===== config.mk =====
export PLATFORM = sky130hd
export DESIGN_NAME = hzc_pipe_ctrl
export DESIGN_NICKNAME = d
export VERILOG_FILES = /design/src/rtl/hzc_pkg.sv /design/src/rtl/hzc_src_match.sv /design/src/rtl/hzc_brcmp.sv /design/src/rtl/hzc_steer.sv /design/src/rtl/hzc_pipe_ctrl.sv
export SDC_FILE = /design/constraint.sdc
export NUM_CORES = 1
export LEC_CHECK = 0
export CORE_MARGIN = 2
export CORE_UTILIZATION = 25
export DETAILED_ROUTE_END_ITERATION = 12
export PLACE_DENSITY = 0.92
export SYNTH_ARGS = -nofsm -noshare
export SYNTH_HDL_FRONTEND = slang
export SYNTH_SLANG_ARGS = --single-unit

===== constraint.sdc =====
create_clock -name vclk -period 4.3
set_clock_uncertainty 0.1 [all_clocks]
set_input_delay 1.075 -clock vclk [all_inputs]
set_output_delay 1.075 -clock vclk [all_outputs]
set_load 0.01 [all_outputs]

===== src/rtl/hzc_pkg.sv =====
package hzc_pkg;

  typedef enum logic [1:0] {
    BRK_NONE = 2'd0,
    BRK_EQ   = 2'd1,
    BRK_LT   = 2'd2,
    BRK_GT   = 2'd3
  } brk_e;

endpackage


===== src/rtl/hzc_src_match.sv =====
module hzc_src_match #(
  parameter int REG_AW = 5
) (
  input  logic [REG_AW-1:0] src,
  input  logic              src_used,
  input  logic [REG_AW-1:0] dst,
  output logic              hit
);

  logic dst_real;

  always_comb begin
    dst_real = (dst != '0);
    hit      = src_used && dst_real && (src == dst);
  end

  // an unused field never reports a match
  always_comb begin
    a_r3_unused_quiet: assert (src_used || !hit)
      else $error("unused source produced a match");
  end

endmodule


===== src/rtl/hzc_brcmp.sv =====
module hzc_brcmp
  import hzc_pkg::*;
#(
  parameter int DATA_W = 32
) (
  input  logic [DATA_W-1:0] opnd_a,
  input  logic [DATA_W-1:0] opnd_b,
  input  logic [1:0]        kind,
  output logic              cond
);

  brk_e kind_e;
  logic eq_f;
  logic lt_f;
  logic gt_f;

  always_comb begin
    kind_e = brk_e'(kind);
    eq_f   = (opnd_a == opnd_b);
    lt_f   = ($signed(opnd_a) < $signed(opnd_b));
    gt_f   = !eq_f && !lt_f;
    unique case (kind_e)
      BRK_EQ:  cond = eq_f;
      BRK_LT:  cond = lt_f;
      BRK_GT:  cond = gt_f;
      default: cond = 1'b0;
    endcase
  end

  // no-branch kind never yields a condition
  always_comb begin
    a_r7_none_false: assert (kind != 2'd0 || !cond)
      else $error("no-branch kind produced a condition");
  end

endmodule


===== src/rtl/hzc_steer.sv =====
module hzc_steer #(
  parameter int PC_W = 32
) (
  input  logic            stall,
  input  logic            cond,
  input  logic [PC_W-1:0] target,
  input  logic [PC_W-1:0] seq,
  output logic            pc_we,
  output logic            ifid_we,
  output logic            bubble,
  output logic            flush,
  output logic            taken,
  output logic [PC_W-1:0] pc_next
);

  always_comb begin
    pc_we   = !stall;
    ifid_we = !stall;
    bubble  = stall;
    taken   = cond && !stall;
    flush   = taken;
    pc_next = taken ? target : seq;
  end

endmodule


===== src/rtl/hzc_pipe_ctrl.sv =====
module hzc_pipe_ctrl #(
  parameter int REG_AW = 5,
  parameter int DATA_W = 32,
  parameter int PC_W   = 32
) (
  input  logic [REG_AW-1:0] id_rs_a,
  input  logic              id_use_a,
  input  logic [REG_AW-1:0] id_rs_b,
  input  logic              id_use_b,
  input  logic [REG_AW-1:0] ex_rd,
  input  logic              ex_mem_read,
  input  logic [DATA_W-1:0] id_opnd_a,
  input  logic [DATA_W-1:0] id_opnd_b,
  input  logic [1:0]        id_br_kind,
  input  logic [PC_W-1:0]   id_br_target,
  input  logic [PC_W-1:0]   pc_seq,
  output logic              pc_we,
  output logic              ifid_we,
  output logic              idex_bubble,
  output logic              if_flush,
  output logic              br_taken,
  output logic [PC_W-1:0]   pc_next
);

  localparam int NSRC = 2;

  logic [NSRC-1:0][REG_AW-1:0] src_num;
  logic [NSRC-1:0]             src_use;
  logic [NSRC-1:0]             src_hit;
  logic                        stall;
  logic                        cond;

  always_comb begin
    src_num[0] = id_rs_a;
    src_num[1] = id_rs_b;
    src_use[0] = id_use_a;
    src_use[1] = id_use_b;
  end

  for (genvar g = 0; g < NSRC; g++) begin : g_src
    hzc_src_match #(.REG_AW(REG_AW)) i_match (
      .src      (src_num[g]),
      .src_used (src_use[g]),
      .dst      (ex_rd),
      .hit      (src_hit[g])
    );
  end

  always_comb stall = ex_mem_read && (|src_hit);

  hzc_brcmp #(.DATA_W(DATA_W)) i_brcmp (
    .opnd_a (id_opnd_a),
    .opnd_b (id_opnd_b),
    .kind   (id_br_kind),
    .cond   (cond)
  );

  hzc_steer #(.PC_W(PC_W)) i_steer (
    .stall   (stall),
    .cond    (cond),
    .target  (id_br_target),
    .seq     (pc_seq),
    .pc_we   (pc_we),
    .ifid_we (ifid_we),
    .bubble  (idex_bubble),
    .flush   (if_flush),
    .taken   (br_taken),
    .pc_next (pc_next)
  );

  always_comb begin

    a_r2_zero_dst: assert (ex_rd != '0 || !idex_bubble)
      else $error("bubble with register zero as destination");

    a_r4_no_load: assert (ex_mem_read || !idex_bubble)
      else $error("bubble without a load in execute");

    a_r5_freeze: assert (idex_bubble == !pc_we && pc_we == ifid_we)
      else $error("freeze enables disagree with bubble");

    a_r9_stall_wins: assert (!(idex_bubble && (if_flush || br_taken)))
      else $error("branch acted during a stall");

    a_r8_redirect: assert (!if_flush || pc_next == id_br_target)
      else $error("flush without redirect to target");
  end

endmodule


# ---- Word-level counts from Yosys, hierarchy flattened
# Index checks and enable logic that the tools add are counted.
dict set report classes {
  n_reduce_logical 12
  order_cmp 1
  mux 2
  n_eq_ne 6
}
# op count
set op_table {}
lappend op_table {{$eq 32x32->1} 1}
lappend op_table {{$lt 32x32->1} 1}
lappend op_table {{$mux 32} 1}
lappend op_table {{$eq 5x5->1} 2}
lappend op_table {{$logic_and 1x1->1} 7}
lappend op_table {{$reduce_bool 5->1} 1}
lappend op_table {{$eq 2x2->1 const B} 2}
lappend op_table {{$logic_not 1->1} 3}
lappend op_table {{$pmux 1 s3} 1}
lappend op_table {{$eq 2x1->1 const B} 1}
lappend op_table {{$reduce_or 2->1} 1}
dict set report word_totals {
  wordCells 21
  inputBits 148
  regBits 0
  out_inout_bits 37
}

# ---- Logic depth before layout (Yosys ltp)
dict set report depth {
  depth_word 8
  mapped_depth 12
  mapped_depth_nobuf 10
}

# ---- By module
# A second synthesis with hierarchy kept.
dict set report unflattened {
  cells_unflattened 188
  hier_area_um2 1601.5
}
# mod instances area_each_um2 cells_each seq_area_each_um2
set by_module_without_submodules {}
lappend by_module_without_submodules {hzc_brcmp 1 883.3 125 0.0}
lappend by_module_without_submodules {hzc_steer 1 558.0 42 0.0}
lappend by_module_without_submodules {hzc_src_match 2 76.3 10 0.0}
lappend by_module_without_submodules {hzc_pipe_ctrl 1 7.5 1 0.0}

# ---- Least setup slack after synthesis
# OpenSTA, ideal clock, no wires.
dict set report synth_path {
  path_type {input to output}
  from {in id_opnd_b[21]}
  to {out pc_next[10]}
  n_path_buf 1
  slack_ns 0.048
  required_time_ns 3.125
  cell_stages 11
  arrival_ns 3.077
  cell_sequence {inv_1 > ha_1 > a21o_1 > nand3_1 > a211oi_1 > a2111oi_0 > a31oi_1 > mux2i_1 > o21ai_4 > buf_6 > mux2_4}
}
dict set report synth_via {
  elab_chain_len 6
  elab_cells_between_ends 8
  cone_classes {order compare (1); eq/ne (1); mux (2); reduce/logical (4)}
}
# element line_no
set synth_lines {}
lappend synth_lines {{start: declaration} hzc_pipe_ctrl.sv:13} ;# input logic [DATA_W-1:0] id_opnd_b,
lappend synth_lines {{$lt 32x32->1 or $eq 32x32->1 (tied branches)} {hzc_brcmp.sv:20, hzc_brcmp.sv:19}}
lappend synth_lines {{$logic_not 1->1} hzc_brcmp.sv:21} ;# gt_f = !eq_f && !lt_f;
lappend synth_lines {{$logic_and 1x1->1} hzc_brcmp.sv:21}
lappend synth_lines {{$pmux 1 s3 *} hzc_brcmp.sv:22} ;# unique case (kind_e)
lappend synth_lines {{$logic_and 1x1->1 *} hzc_steer.sv:20} ;# taken = cond && !stall;
lappend synth_lines {{$mux 32 *} hzc_steer.sv:22} ;# pc_next = taken ? target : seq;
lappend synth_lines {{end: declaration} hzc_pipe_ctrl.sv:22} ;# output logic [PC_W-1:0] pc_next
# Mark *: on every way between the ends. The rest lies on a longest branch, timed or not.

# ---- Worst setup path after layout
dict set report layout_path {
  from {in id_opnd_a[13]}
  to {out pc_next[11]}
}
dict set report layout_via {
  elab_chain_len 6
  elab_cells_between_ends 8
  cone_classes {order compare (1); eq/ne (1); mux (2); reduce/logical (4)}
}
# element line_no
set layout_lines {}
lappend layout_lines {{start: declaration} hzc_pipe_ctrl.sv:12} ;# input logic [DATA_W-1:0] id_opnd_a,
lappend layout_lines {{$lt 32x32->1 or $eq 32x32->1 (tied branches)} {hzc_brcmp.sv:20, hzc_brcmp.sv:19}}
lappend layout_lines {{$logic_not 1->1} hzc_brcmp.sv:21}
lappend layout_lines {{$logic_and 1x1->1} hzc_brcmp.sv:21}
lappend layout_lines {{$pmux 1 s3 *} hzc_brcmp.sv:22}
lappend layout_lines {{$logic_and 1x1->1 *} hzc_steer.sv:20}
lappend layout_lines {{$mux 32 *} hzc_steer.sv:22}
# Marks and branches as above.

==> metrics.md <==
| Metric | Value |
|---|---|
| Placed cell areas | `between 3000 and 4000 um^2` |
| Sequential share of power | `0` |
| Post-route DRC violation count | `0` |
| Total number of vias | `2156` |
| Largest net degree at the start of global routing | `7` |
| Post-synthesis cell type count | `36` |
| Area grow syn2layout | `171%` |
| CP Data Arrival Time | `between 3 and 4 ns` |
| Count leader, synth | `inv_1` |
| Outcome | `finished, violations left` |
| Max_cap viols | `0` |
| Core area | `just under 6000 um^2` |
| Peak supply drop | `about 0.070 mV` |
| Setup WS post-layout | `-0.422 ns` |
| I/O pin total | `approximately 190` |
| Syn Inst Count | `~170` |
| Worst Setup SP | `id_opnd_a[13]` |
| Die height | `82.1 um` |
| Post-route design area | `just over 4000 um^2` |
| Place WS | `-1.18 ns` |
| Class of the most critical setup path | `in -> out` |
| Failing checks | `setup timing` |
| Met2 Use GR | `0.424` |
| Final Hold Fails | `0` |
| Fin Setup TNS | `-13.67 ns` |
| Total grt overflow | `0` |
| Ys Warns | `0` |
| Synth cell count leaders | `35 x inv_1, 32 x ha_1, 29 x mux2_4, 12 x a21oi_1` |
| Slew @ Worst Pin | `0.297 ns` |
| Startpoint Class | `input port` |
| Initial DRC count | `16` |
| Comb pwr share | `1.000` |
| Seq_cells | `0` |
| Fill cells | `450` |
| Met1 usage | `0.196` |
| Mapped Area | `1530 um^2` |
| Top post-synthesis cells by area | `mux2_4 29%, ha_1 26%, inv_1 8.6%, xor2_1 4.6%, a21oi_1 3.9%` |
| Synth Area per Inst | `approximately 9 um^2` |
| ANT cells | `0` |
| Initial Utilization | `0.258` |
| Pint | `0.000309 W` |
| Hold/Removal Path Class | `in -> out` |
| DP Wirelength | `slightly below 6000 um` |
| Register area | `0 um^2` |
| Mean routed wirelength per cell | `around 17 um` |
| Vias per inst | `approximately 4.7` |
| Final ANT Viol Nets | `0` |
| First drt pass iteration count | `4` |
| GP Congestion | `about 0.74` |
| CP required | `between 3 and 4 ns` |
| Vias in the first global route | `around 2300` |
| Layout clock buffer count | `0` |
| Critical Path Sink | `pc_next[11]` |
| Width of the die | `82.1 um` |
| Met3 GRT Util | `0.0391` |
| CP Max Fanout | `5` |
| Fmax | `between 200 and 250 MHz` |
| WL final | `7710 um` |
| Share of cells above drive strength 1 | `0.592` |
| Leading area contributor after synthesis | `mux2_4` |
| Clock group share of total power | `0` |
| Final count of negative-setup-slack endpoints | `34` |
| Nets | `between 500 and 600` |
| Syn nets | `351` |
| RSZ-0062 raised after global routing | `true` |
| Final worst-path cycle share | `1.10` |
| Fin crit period | `between 4 and 5 ns` |
| Register area share after synthesis | `0` |
| Sw Ratio | `0.349` |
| P_sw | `about 0.00017 W` |
| Yosys top cell area share | `0.285` |
| GRT Util Overall | `0.206` |
| Critical path endpoint category | `primary output` |
| Rel. slew slack | `0.802` |
| Cell Rows | `28` |
| Die footprint | `6750 um^2` |
| First-pass GRT wire length | `between 10000 and 15000 um` |
| Global route hottest layer | `met2` |
| Initial antenna violation count | `0` |
| PD cells | `about 110 nW/um^2` |
| Total leakage power | `1.93 nW` |
| Max-slew violation count | `0` |
| I/O Buffers | `185` |
worst min path at each step:
stage	to	start	cells after the start	slack, ns
after floorplan	pc_next[10]	pc_seq[10]	1	2.18
after global placement	pc_next[1]	pc_seq[1]	3	3.14
after detailed placement	pc_next[5]	pc_seq[5]	3	3.15
after CTS	pc_next[5]	pc_seq[5]	3	2.73
after global routing	pc_next[13]	pc_seq[13]	3	2.74
final	pc_next[30]	id_br_target[30]	3	2.73
layout by cell type, fill, tap and decap left out, types with 2 or more instances in the layout:
cell             count
inv_1                8
buf_16               3
xor2_1               8
dlygate4sd2_1        7
xnor2_1              2
buf_6               53
a21oi_2              6
a21o_1               3
buf_2               14
ha_1                 4
clkbuf_2            21
clkdlybuf4s15_2      3
ha_4                27
and3_1               2
nand4_1              8
a21oi_1              7
inv_4                4
buf_4               22
mux2_4              32
clkdlybuf4s15_1      5
buf_8                2
inv_2               23
nor3_2               2
nand3_1              3
nand2_1              4
dlymetal6s2s_1       2
buf_12               2
clkdlybuf4s50_1     85
cell families (layout without fill, tap and decap cells):
kind of cell / Yosys count / count (layout) / share of synthesized area
buffers and inverters: 40 / 254 / 0.118
multiplexers: 33 / 33 / 0.314
adder cells (fa/ha/maj): 32 / 32 / 0.262
AO/OA/AOI/OAI: 29 / 29 / 0.134
AND/OR/NAND/NOR: 27 / 27 / 0.114
XOR/XNOR: 10 / 10 / 0.0574
timing repair:
| action | in CTS | in global routing |
|---|---|---|
| setup endpoints to repair | 37 | 36 |
| gates resized for setup | 417 | 53 |
| setup buffers | 12 | 5 |
| pin swaps | 40 | 22 |
| gates cloned | 3 | 0 |
| hold buffers | 0 | 0 |
per-stage QoR:
stage	utilization	hold WS [ns]	power, W	cells
2_1_floorplan	-	2.18	0.000151	171
3_3_place_gp	0.598	3.14	0.000367	440
3_5_place_dp	0.598	3.15	0.000377	440
4_1_cts	0.697	2.73	0.000457	455
5_1_grt	0.699	2.74	0.000508	460
6_report	0.699	2.73	0.000474	460
per-layer routing:
metal / wire length (um) / vias up
li1: - / 1042
met5: 0 / -
met1: 2540 / 975
met3: 666 / 22
met2: 4210 / 117
met4: 291 / 0
worst max-delay path, cell delays in order:
cell and delay (ns):
clkdlybuf4s15_2 0.21, ha_4 0.27, nand4_1 0.16, buf_4 0.20
o221ai_4 0.19, o31ai_2 0.10, a31oi_1 0.24, mux2i_1 0.31
o21ai_4 0.10, buf_12 0.15, buf_16 0.13, mux2_4 0.30
buf_6 0.13
layout make-up:
cell class / instances / area [um^2] / share of cell area
inverter: 35 / 141 / 0.0341
tap: 75 / 93.8 / 0.0227
timing repair buffer: 219 / 2110 / 0.510
multi-input combinational: 131 / 1790 / 0.433
power by group through the flow:
stage | clock network [W] | logic, W | registers [W]
2_1_floorplan | 0 | 0.000151 | 0
3_3_place_gp | 0 | 0.000367 | 0
3_5_place_dp | 0 | 0.000377 | 0
4_1_cts | 0 | 0.000457 | 0
5_1_grt | 0 | 0.000508 | 0
6_report | 0 | 0.000474 | 0
No activity file was read; power rests on OpenSTA's default activity.
